===== src/rtl/vault_pkg.sv =====
package vault_pkg;
    typedef enum logic [0:0] {
        ST_IDLE    = 1'b0,
        ST_RESPOND = 1'b1
    } vault_state_e;
endpackage


===== src/rtl/vault_word_bank.sv =====
module vault_word_bank #(
    parameter int unsigned NUM_WORDS = 8,
    parameter int unsigned WORD_W    = 32,
    parameter logic [NUM_WORDS*WORD_W-1:0] SECRET = '0,
    localparam int unsigned IDX_W = $clog2(NUM_WORDS)
) (
    input  logic              clk,
    input  logic              rst_n,
    input  logic [IDX_W-1:0]  sel_idx,
    input  logic              take_i,
    output logic [WORD_W-1:0] word_o,
    output logic              used_o
);
    logic [WORD_W-1:0]    words [NUM_WORDS];
    logic [NUM_WORDS-1:0] used_q;

    for (genvar g = 0; g < NUM_WORDS; g++) begin : g_word
        assign words[g] = SECRET[g*WORD_W +: WORD_W];

        always_ff @(posedge clk or negedge rst_n) begin
            if (!rst_n)
                used_q[g] <= 1'b0;
            else if (take_i && (sel_idx == IDX_W'(g)))
                used_q[g] <= 1'b1;
        end

        // once taken, a word stays taken until reset
        assert_flag_sticky_R4: assert property (@(posedge clk) disable iff (!rst_n)
            used_q[g] |=> used_q[g]);
    end

    assign word_o = words[sel_idx];
    assign used_o = used_q[sel_idx];

    // flags move only on a granted read
    assert_flags_hold_R7: assert property (@(posedge clk) disable iff (!rst_n)
        !take_i |=> $stable(used_q));
endmodule


===== src/rtl/vault_access_fsm.sv =====
module vault_access_fsm
    import vault_pkg::*;
#(
    parameter int unsigned WORD_W = 32
) (
    input  logic              clk,
    input  logic              rst_n,
    input  logic              req_i,
    input  logic [WORD_W-1:0] load_data_i,
    output logic              rsp_ready_o,
    output logic [WORD_W-1:0] rsp_data_o
);
    vault_state_e      state_q, state_d;
    logic [WORD_W-1:0] data_q;

    always_comb begin
        state_d = state_q;
        unique case (state_q)
            ST_IDLE:    if (req_i) state_d = ST_RESPOND;
            ST_RESPOND: state_d = req_i ? ST_RESPOND : ST_IDLE;
            default:    state_d = ST_IDLE;
        endcase
    end

    always_ff @(posedge clk or negedge rst_n) begin
        if (!rst_n) begin
            state_q <= ST_IDLE;
            data_q  <= '0;
        end else begin
            state_q <= state_d;
            data_q  <= req_i ? load_data_i : '0;
        end
    end

    always_comb begin
        rsp_ready_o = (state_q == ST_RESPOND);
        rsp_data_o  = rsp_ready_o ? data_q : '0;
    end

    assert_ready_follows_req_R2: assert property (@(posedge clk) disable iff (!rst_n)
        req_i |=> rsp_ready_o);
    assert_no_spurious_ready_R2: assert property (@(posedge clk) disable iff (!rst_n)
        !req_i |=> !rsp_ready_o);
endmodule


===== src/rtl/secret_vault.sv =====
module secret_vault #(
    parameter int unsigned NUM_WORDS = 8,
    parameter int unsigned WORD_W    = 32,
    parameter logic [NUM_WORDS*WORD_W-1:0] SECRET = {NUM_WORDS{32'h5A5A_C3C3}}
) (
    input  logic                         clk,
    input  logic                         rst_n,
    input  logic                         unlock,
    input  logic                         req_valid,
    input  logic                         req_write,
    input  logic [$clog2(NUM_WORDS)-1:0] req_index,
    output logic                         rsp_ready,
    output logic [WORD_W-1:0]            rsp_data
);
    localparam int unsigned IDX_W = $clog2(NUM_WORDS);

    logic              grant;
    logic              sel_used;
    logic [WORD_W-1:0] sel_word;
    logic [WORD_W-1:0] load_word;

    assign grant     = req_valid && !req_write && unlock && !sel_used;
    assign load_word = grant ? sel_word : '0;

    vault_word_bank #(
        .NUM_WORDS (NUM_WORDS),
        .WORD_W    (WORD_W),
        .SECRET    (SECRET)
    ) bank_i (
        .clk     (clk),
        .rst_n   (rst_n),
        .sel_idx (req_index[IDX_W-1:0]),
        .take_i  (grant),
        .word_o  (sel_word),
        .used_o  (sel_used)
    );

    vault_access_fsm #(
        .WORD_W (WORD_W)
    ) fsm_i (
        .clk         (clk),
        .rst_n       (rst_n),
        .req_i       (req_valid),
        .load_data_i (load_word),
        .rsp_ready_o (rsp_ready),
        .rsp_data_o  (rsp_data)
    );

    assert_locked_reads_zero_R6: assert property (@(posedge clk) disable iff (!rst_n)
        (req_valid && !unlock) |=> (rsp_data == '0));
    assert_consumed_reads_zero_R4: assert property (@(posedge clk) disable iff (!rst_n)
        (req_valid && sel_used) |=> (rsp_data == '0));
    assert_write_reads_zero_R7: assert property (@(posedge clk) disable iff (!rst_n)
        (req_valid && req_write) |=> (rsp_data == '0));
    assert_idle_data_zero_R9: assert property (@(posedge clk) disable iff (!rst_n)
        !rsp_ready |-> (rsp_data == '0));
endmodule


===== config.mk =====
export PLATFORM = sky130hd
export DESIGN_NAME = secret_vault
export DESIGN_NICKNAME = d
export VERILOG_FILES = /design/src/rtl/vault_pkg.sv /design/src/rtl/vault_word_bank.sv /design/src/rtl/vault_access_fsm.sv /design/src/rtl/secret_vault.sv
export SDC_FILE = /design/constraint.sdc
export NUM_CORES = 1
export LEC_CHECK = 0
export BUFFER_PORTS_ARGS = -buffer_cell sky130_fd_sc_hd__buf_2
export CAP_MARGIN = 20
export CORE_MARGIN = 5
export CORE_UTILIZATION = 25
export CTS_CLUSTER_DIAMETER = 100
export DETAILED_ROUTE_END_ITERATION = 10
export PLACE_DENSITY = 0.43
export SLEW_MARGIN = 40
export SYNTH_ARGS = -nofsm -noshare
export SYNTH_HDL_FRONTEND = slang
export SYNTH_HIERARCHICAL = 1
export SYNTH_SLANG_ARGS = --single-unit

===== constraint.sdc =====
create_clock -name clk -period 3.5 [get_ports clk]
set_clock_uncertainty 0.2 [all_clocks]
set_input_delay 0.875 -clock clk [delete_from_list [all_inputs] [get_ports clk]]
set_output_delay 0.875 -clock clk [all_outputs]
set_load 0.01 [all_outputs]

==> flow_metrics.py, run 1 <==
metrics = {
    "floorplanning": {
        "design.die.area_mm2": 0.0107,
        "die_w_um": 103,
        "dieHeight_um": 103,
        "coreArea_mm2": 0.00864,
        "num_rows": 34,
        "start_util": 0.253,
        "io_pins": 41,
    },
    "cts": {
        "cts_tree": "done",
        "path_clk_slew_ns": 0.08,
        "cts_max_level": 2,
        "holdBufCountCts": 0,
        "clockBufferDepth": 2,
        "clock_sinks": 41,
        "insertion_delay_ns": 0.29,
        "post-cts-setup-buffers": 0,
        "cts_root_buf": "clkbuf_8",
        "cts.repair.resized": 0,
        "cts_buffers": 5,
    },
    "synthesis": {
        "synth_edf_count": 0,
        "synth_cell_types": 17,
        "synth_top_cells_by_count": "and2_2 (50), and2_1 (46), dfrtp_1 (41)",
        "syn_inst": 197,
        "netlist_area_mm2": 0.00218,
        "yosysMostFrequentCell": "and2_2",
        "yosys.area.top_type": "dfrtp_1",
        "async_flop_share": 1.00,
        "yosysSeqAreaShare": 0.470,
        "synth_top_area_frac": 0.470,
        "synth_seq_cells": 41,
        "ys.flop_type": "dfrtp_1",
        "netlist_top_cells_area": "dfrtp_1 (47%), and2_2 (17%), and2_1 (13%)",
        "syn_area_per_cell_um2": 11.1,
        "yosys_warnings": 6,
    },
    "power_and_ir_drop": {
        "p_switching_mw": 0.229,
        "switching_share": 0.212,
        "leakagePower_nw": 1.35,
        "seqPwrFrac": 0.487,
        "p_int_mw": 0.853,
        "combPwrFrac": 0.098,
        "powerDensity_mw_per_mm2": 439,
        "peakVddDrop_mv": 0.136,
        "clkPwrFrac": 0.415,
    },
    "route": {
        "totalWireLength_um": 3430,
        "vias_per_cell": 3.44,
        "route.detailed.drc": 0,
        "drt-initial-drc-count": 14,
        "vias": 1177,
        "firstDrtPassIters": 4,
        "wl_per_cell_um": 10.0,
        "ant_nets": 0,
    },
    "critical_path": {
        "rrSetupSlack_ns": 1.16,
        "r2r_cells": 6,
        "rr_endpoint": "fsm_i/data_q[25]",
        "cp_slowest_stage_delay_ns": 0.56,
        "cp_num_buf_inv": 2,
        "path_cells": "buf_2, mux4_1, mux2_2, and4bb_4, buf_4, and2_2, and2_2",
        "cp.arrival_ns": 2.81,
        "crit_required_ns": 3.53,
        "critPathMostFrequentCell": "and2_2",
        "r2r_start": "bank_i/used_q[2]",
        "critPathMaxFanout": 36,
        "cp-start-kind": "primary input",
        "crit_path_end_kind": "flip-flop",
        "cp_num_cells": 7,
        "slowest_stage": "mux4_1",
        "critical_path.top_delay_family": "multiplexers",
        "crit_type": "primary input to flip-flop",
    },
    "final_layout": {
        "post-route-util": 0.285,
        "final_layout_size_suffix_gt1_frac": 0.462,
        "n_antenna_cell": 0,
        "num-nets-final": 241,
        "design_area_mm2": 0.00246,
        "area_delta_synth_final_pct": 12.7,
        "n_fill_cell": 947,
    },
    "min_path": {
        "hold_end": "bank_i/used_q[0]",
        "hp-start": "bank_i/used_q[0]",
        "holdCritPathClass": "flip-flop to flip-flop",
        "hold_path_depth": 1,
    },
    "global_route": {
        "grt_remaining_overflow": 0,
        "grt_pass1_wl_um": 5880,
        "grt_max_degree": 42,
        "track_usage": 0.0720,
        "grt_pass1_vias": 1251,
        "antenna_found_initial": 0,
    },
    "sta": {
        "maxSlewViolCount": 0,
        "rsz0062_at_grt": "false",
        "fin_crit_sh": 0.794,
        "fin_crit_ns": 2.78,
        "hold_viol": 0,
        "hold_ws_ns": 0.258,
        "worstMarginPinSlew_ns": 0.525,
        "finalSetupViolCount": 0,
        "slew_headroom": 0.650,
        "tns_ns": 0,
        "timing.fmax_mhz": 360,
    },
    "place": {
        "dpl_cell_area_mm2": 0.00233,
        "gp_congestion": 0.714,
        "dp_hpwl_um": 2210,
        "portBuffers": 40,
    },
    "status": {
        "outcome": "complete, no violations",
    },
    "flow_run": {
        "maxCapViolations": 0,
    },
}
## how the worst max path moves through the flow
stage                 start                to
2_1_floorplan  req_index[1]  bank_i/used_q[1]
3_3_place_gp   req_index[1]   fsm_i/data_q[0]
3_5_place_dp   req_index[1]  fsm_i/data_q[25]
4_1_cts        req_index[1]  fsm_i/data_q[25]
5_1_grt        req_index[1]   fsm_i/data_q[0]
6_report       req_index[1]  fsm_i/data_q[25]
## cell type report
| cell class | instances | area, um^2 | share of cell area |
|---|---|---|---|
| clock buffer | 5 | 68.8 | 0.0279 |
| timing repair buffer | 41 | 210 | 0.0854 |
| tap | 108 | 135 | 0.0549 |
| sequential | 41 | 1030 | 0.417 |
| multi-input combinational | 142 | 948 | 0.385 |
| inverter | 2 | 7.51 | 0.00305 |
| clock inverter | 3 | 65.1 | 0.0264 |
## registers in the layout (all words and copies together) (netlist names)
name	cells
bank_i/used_q	8
fsm_i/data_q	32
fsm_i/rsp_ready_o	1
## metrics by stage
step / total power, mW / std cells / setup WS, ns
floorplan: 0.640 / 227 / 0.594
global placement: 0.645 / 334 / 0.446
detailed placement: 0.645 / 334 / 0.392
CTS: 1.10 / 342 / 0.698
global route: 1.14 / 342 / 0.623
finish: 1.08 / 342 / 0.722
## cell families (layout without fill, tap and decap cells)
family | Yosys count | after routing | share of synthesized area
AO/OA/AOI/OAI | 8 | 8 | 0.0344
buffers and inverters | 44 | 51 | 0.148
flip-flops | 41 | 41 | 0.470
multiplexers | 3 | 3 | 0.0292
other | 2 | 32 | 0.00344
AND/OR/NAND/NOR | 99 | 99 | 0.316
## power by group through the flow
stage                     Clock [mW]  Sequential (mW)  Combinational, mW
after CTS                      0.466            0.527              0.109
final                          0.449            0.526              0.106
after floorplan                    0            0.528              0.112
after detailed placement           0            0.536              0.109
after global placement             0            0.538              0.107
after global routing           0.486            0.531              0.123
## layer usage
metal	global-route usage	vias up	share of wire
met1	0.0811	528	0.43
met2	0.122	27	0.47
met3	0.0255	5	0.077
met4	0.0329	0	0.022
met5	0	-	0
li1	-	617	-
## cell usage in the layout, fill, tap and decap left out
| cell | instances |
|---|---|
| a41o_1 | 1 |
| a31o_2 | 4 |
| buf_2 | 39 |
| nor2b_1 | 1 |
| inv_1 | 2 |
| conb_1 | 32 |
| buf_4 | 2 |
| mux4_1 | 2 |
| clkinv_2 | 1 |
| and4bb_4 | 1 |
| dfrtp_2 | 1 |
| a41o_2 | 2 |
| a21o_1 | 1 |
| bufinv_16 | 2 |
| nor2_1 | 1 |
| clkbuf_8 | 5 |
| dfrtp_1 | 40 |
| and2_2 | 50 |
| mux2_2 | 1 |
| and2_1 | 46 |
(Power assumes the default switching activity.)
==> run 2, diff against run 1 <==
PLACE_DENSITY = 0.45   (was 0.43)
clock period = 2.55 ns   (was 3.5 ns; I/O delays follow)
==> flow_metrics.py, run 2 (same netlist as run 1, synthesis figures left out) <==
metrics = {
    "floorplanning": {
        "dieHeight_um": 103,
        "die_w_um": 103,
        "coreArea_mm2": 0.00864,
        "design.die.area_mm2": 0.0107,
        "num_rows": 34,
        "start_util": 0.253,
        "io_pins": 41,
    },
    "cts": {
        "clockBufferDepth": 2,
        "path_clk_slew_ns": 0.07,
        "holdBufCountCts": 0,
        "post-cts-setup-buffers": 0,
        "cts_root_buf": "clkbuf_8",
        "cts_buffers": 5,
        "cts_tree": "done",
        "cts_max_level": 2,
        "cts.repair.resized": 0,
        "clock_sinks": 41,
        "insertion_delay_ns": 0.28,
    },
    "critical_path": {
        "critical_path.top_delay_family": "multiplexers",
        "cp_num_buf_inv": 2,
        "r2r_start": "bank_i/used_q[6]",
        "crit_required_ns": 2.57,
        "rrSetupSlack_ns": 0.39,
        "cp.arrival_ns": 2.33,
        "slowest_stage": "mux4_2",
        "r2r_cells": 6,
        "critPathMostFrequentCell": "and2_2",
        "path_cells": "buf_2, mux4_2, mux2_2, and4bb_4, buf_12, and2_2, and2_2",
        "cp_slowest_stage_delay_ns": 0.51,
        "crit_type": "primary input to flip-flop",
        "critPathMaxFanout": 29,
        "cp-start-kind": "primary input",
        "rr_endpoint": "fsm_i/data_q[27]",
        "crit_path_end_kind": "flip-flop",
    },
    "status": {
        "outcome": "complete, no violations",
    },
    "final_layout": {
        "num-nets-final": 248,
        "final_layout_size_suffix_gt1_frac": 0.481,
        "layout_commonest_cell": "and2_2",
        "area_delta_synth_final_pct": 15.3,
        "largest_reg_flops": 32,
        "n_fill_cell": 927,
        "n_antenna_cell": 0,
        "final_cell_mix": "and2_2 (50), and2_1 (46), dfrtp_1 (41)",
        "regMostFlops": "fsm_i/data_q",
        "design_area_mm2": 0.00252,
    },
    "global_route": {
        "grt_remaining_overflow": 0,
        "track_usage": 0.0745,
        "grt_pass1_vias": 1248,
        "antenna_found_initial": 0,
        "grt_pass1_wl_um": 5890,
        "grt_max_degree": 42,
    },
    "sta": {
        "fin_crit_sh": 0.905,
        "timing.fmax_mhz": 433,
        "maxSlewViolCount": 0,
        "fin_crit_ns": 2.31,
        "rsz0062_at_grt": "false",
        "hold_ws_ns": 0.113,
        "worst_slack_ns": 0.243,
        "hold_viol": 0,
        "finalSetupViolCount": 0,
        "tns_ns": 0,
    },
    "route": {
        "route.detailed.drc": 0,
        "totalWireLength_um": 3530,
        "vias_per_cell": 3.45,
        "vias": 1203,
        "drt-initial-drc-count": 43,
        "firstDrtPassIters": 3,
        "wl_per_cell_um": 10.1,
        "ant_nets": 0,
    },
    "place": {
        "portBuffers": 40,
        "dpl_cell_area_mm2": 0.00240,
        "gp_congestion": 0.697,
        "place_ws_ns": -0.0692,
        "dp_hpwl_um": 2510,
    },
    "flow_run": {
        "maxCapViolations": 0,
    },
    "min_path": {
        "holdCritPathClass": "primary input to asynchronous set/reset pin",
    },
    "power_and_ir_drop": {
        "powerDensity_mw_per_mm2": 563,
        "peakVddDrop_mv": 0.278,
        "leakagePower_nw": 1.37,
    },
}
[run 2: cell types whose count changed in the layout (fill, tap and decap cells not counted), moves of 2 or more]
cell    before  now
buf_4        2    6
mux4_2       0    2
buf_12       0    2
mux4_1       2    0
[run 2: layer usage]
layer	GRT usage	routed length (um)	vias to the layer above
li1	-	-	625
met1	0.0851	1520	548
met2	0.118	1710	28
met3	0.0322	247	2
met4	0.0388	47	0
met5	0	0	-
[run 2: metrics by stage]
stage	utilization	power, mW	std cells
after floorplan	-	0.882	227
after global placement	0.278	0.906	341
after detailed placement	0.278	0.908	341
after CTS	0.292	1.45	349
after global routing	0.292	1.50	349
final	0.292	1.42	349
[run 2: how the worst max path moves through the flow]
stage | from | endpoint | cells after the start
finish | req_index[1] | fsm_i/data_q[27] | 7
global route | fsm_i/rsp_ready_o | rsp_data[20] | 3
CTS | fsm_i/rsp_ready_o | rsp_data[20] | 3
detailed placement | req_index[1] | fsm_i/data_q[14] | 7
global placement | req_index[1] | fsm_i/data_q[1] | 7
floorplan | req_index[1] | bank_i/used_q[1] | 7
[run 2: final cells by class]
cell class / instances / area [um^2] / area share
Multi-Input combinational cell: 142 / 948 / 0.377
Inverter: 2 / 7.51 / 0.00298
Clock inverter: 1 / 30.0 / 0.0119
Timing Repair Buffer: 48 / 285 / 0.113
Tap cell: 108 / 135 / 0.0537
Sequential cell: 41 / 1030 / 0.407
Clock buffer: 7 / 86.3 / 0.0343
[run 2: report_power, final]
group	total (mW)	internal, mW	leakage [nW]	switching [mW]
Clock	0.529	0.319	0.0585	0.210
Sequential	0.723	0.698	0.552	0.0247
Combinational	0.166	0.0973	0.763	0.0692
[run 2: worst register-to-register path: stages, from the launching register on]
cell      delay (ns)
dfrtp_1         0.38
mux4_2          0.47
mux2_2          0.28
and4bb_4        0.34
buf_12          0.16
and2_2          0.15
and2_2          0.12
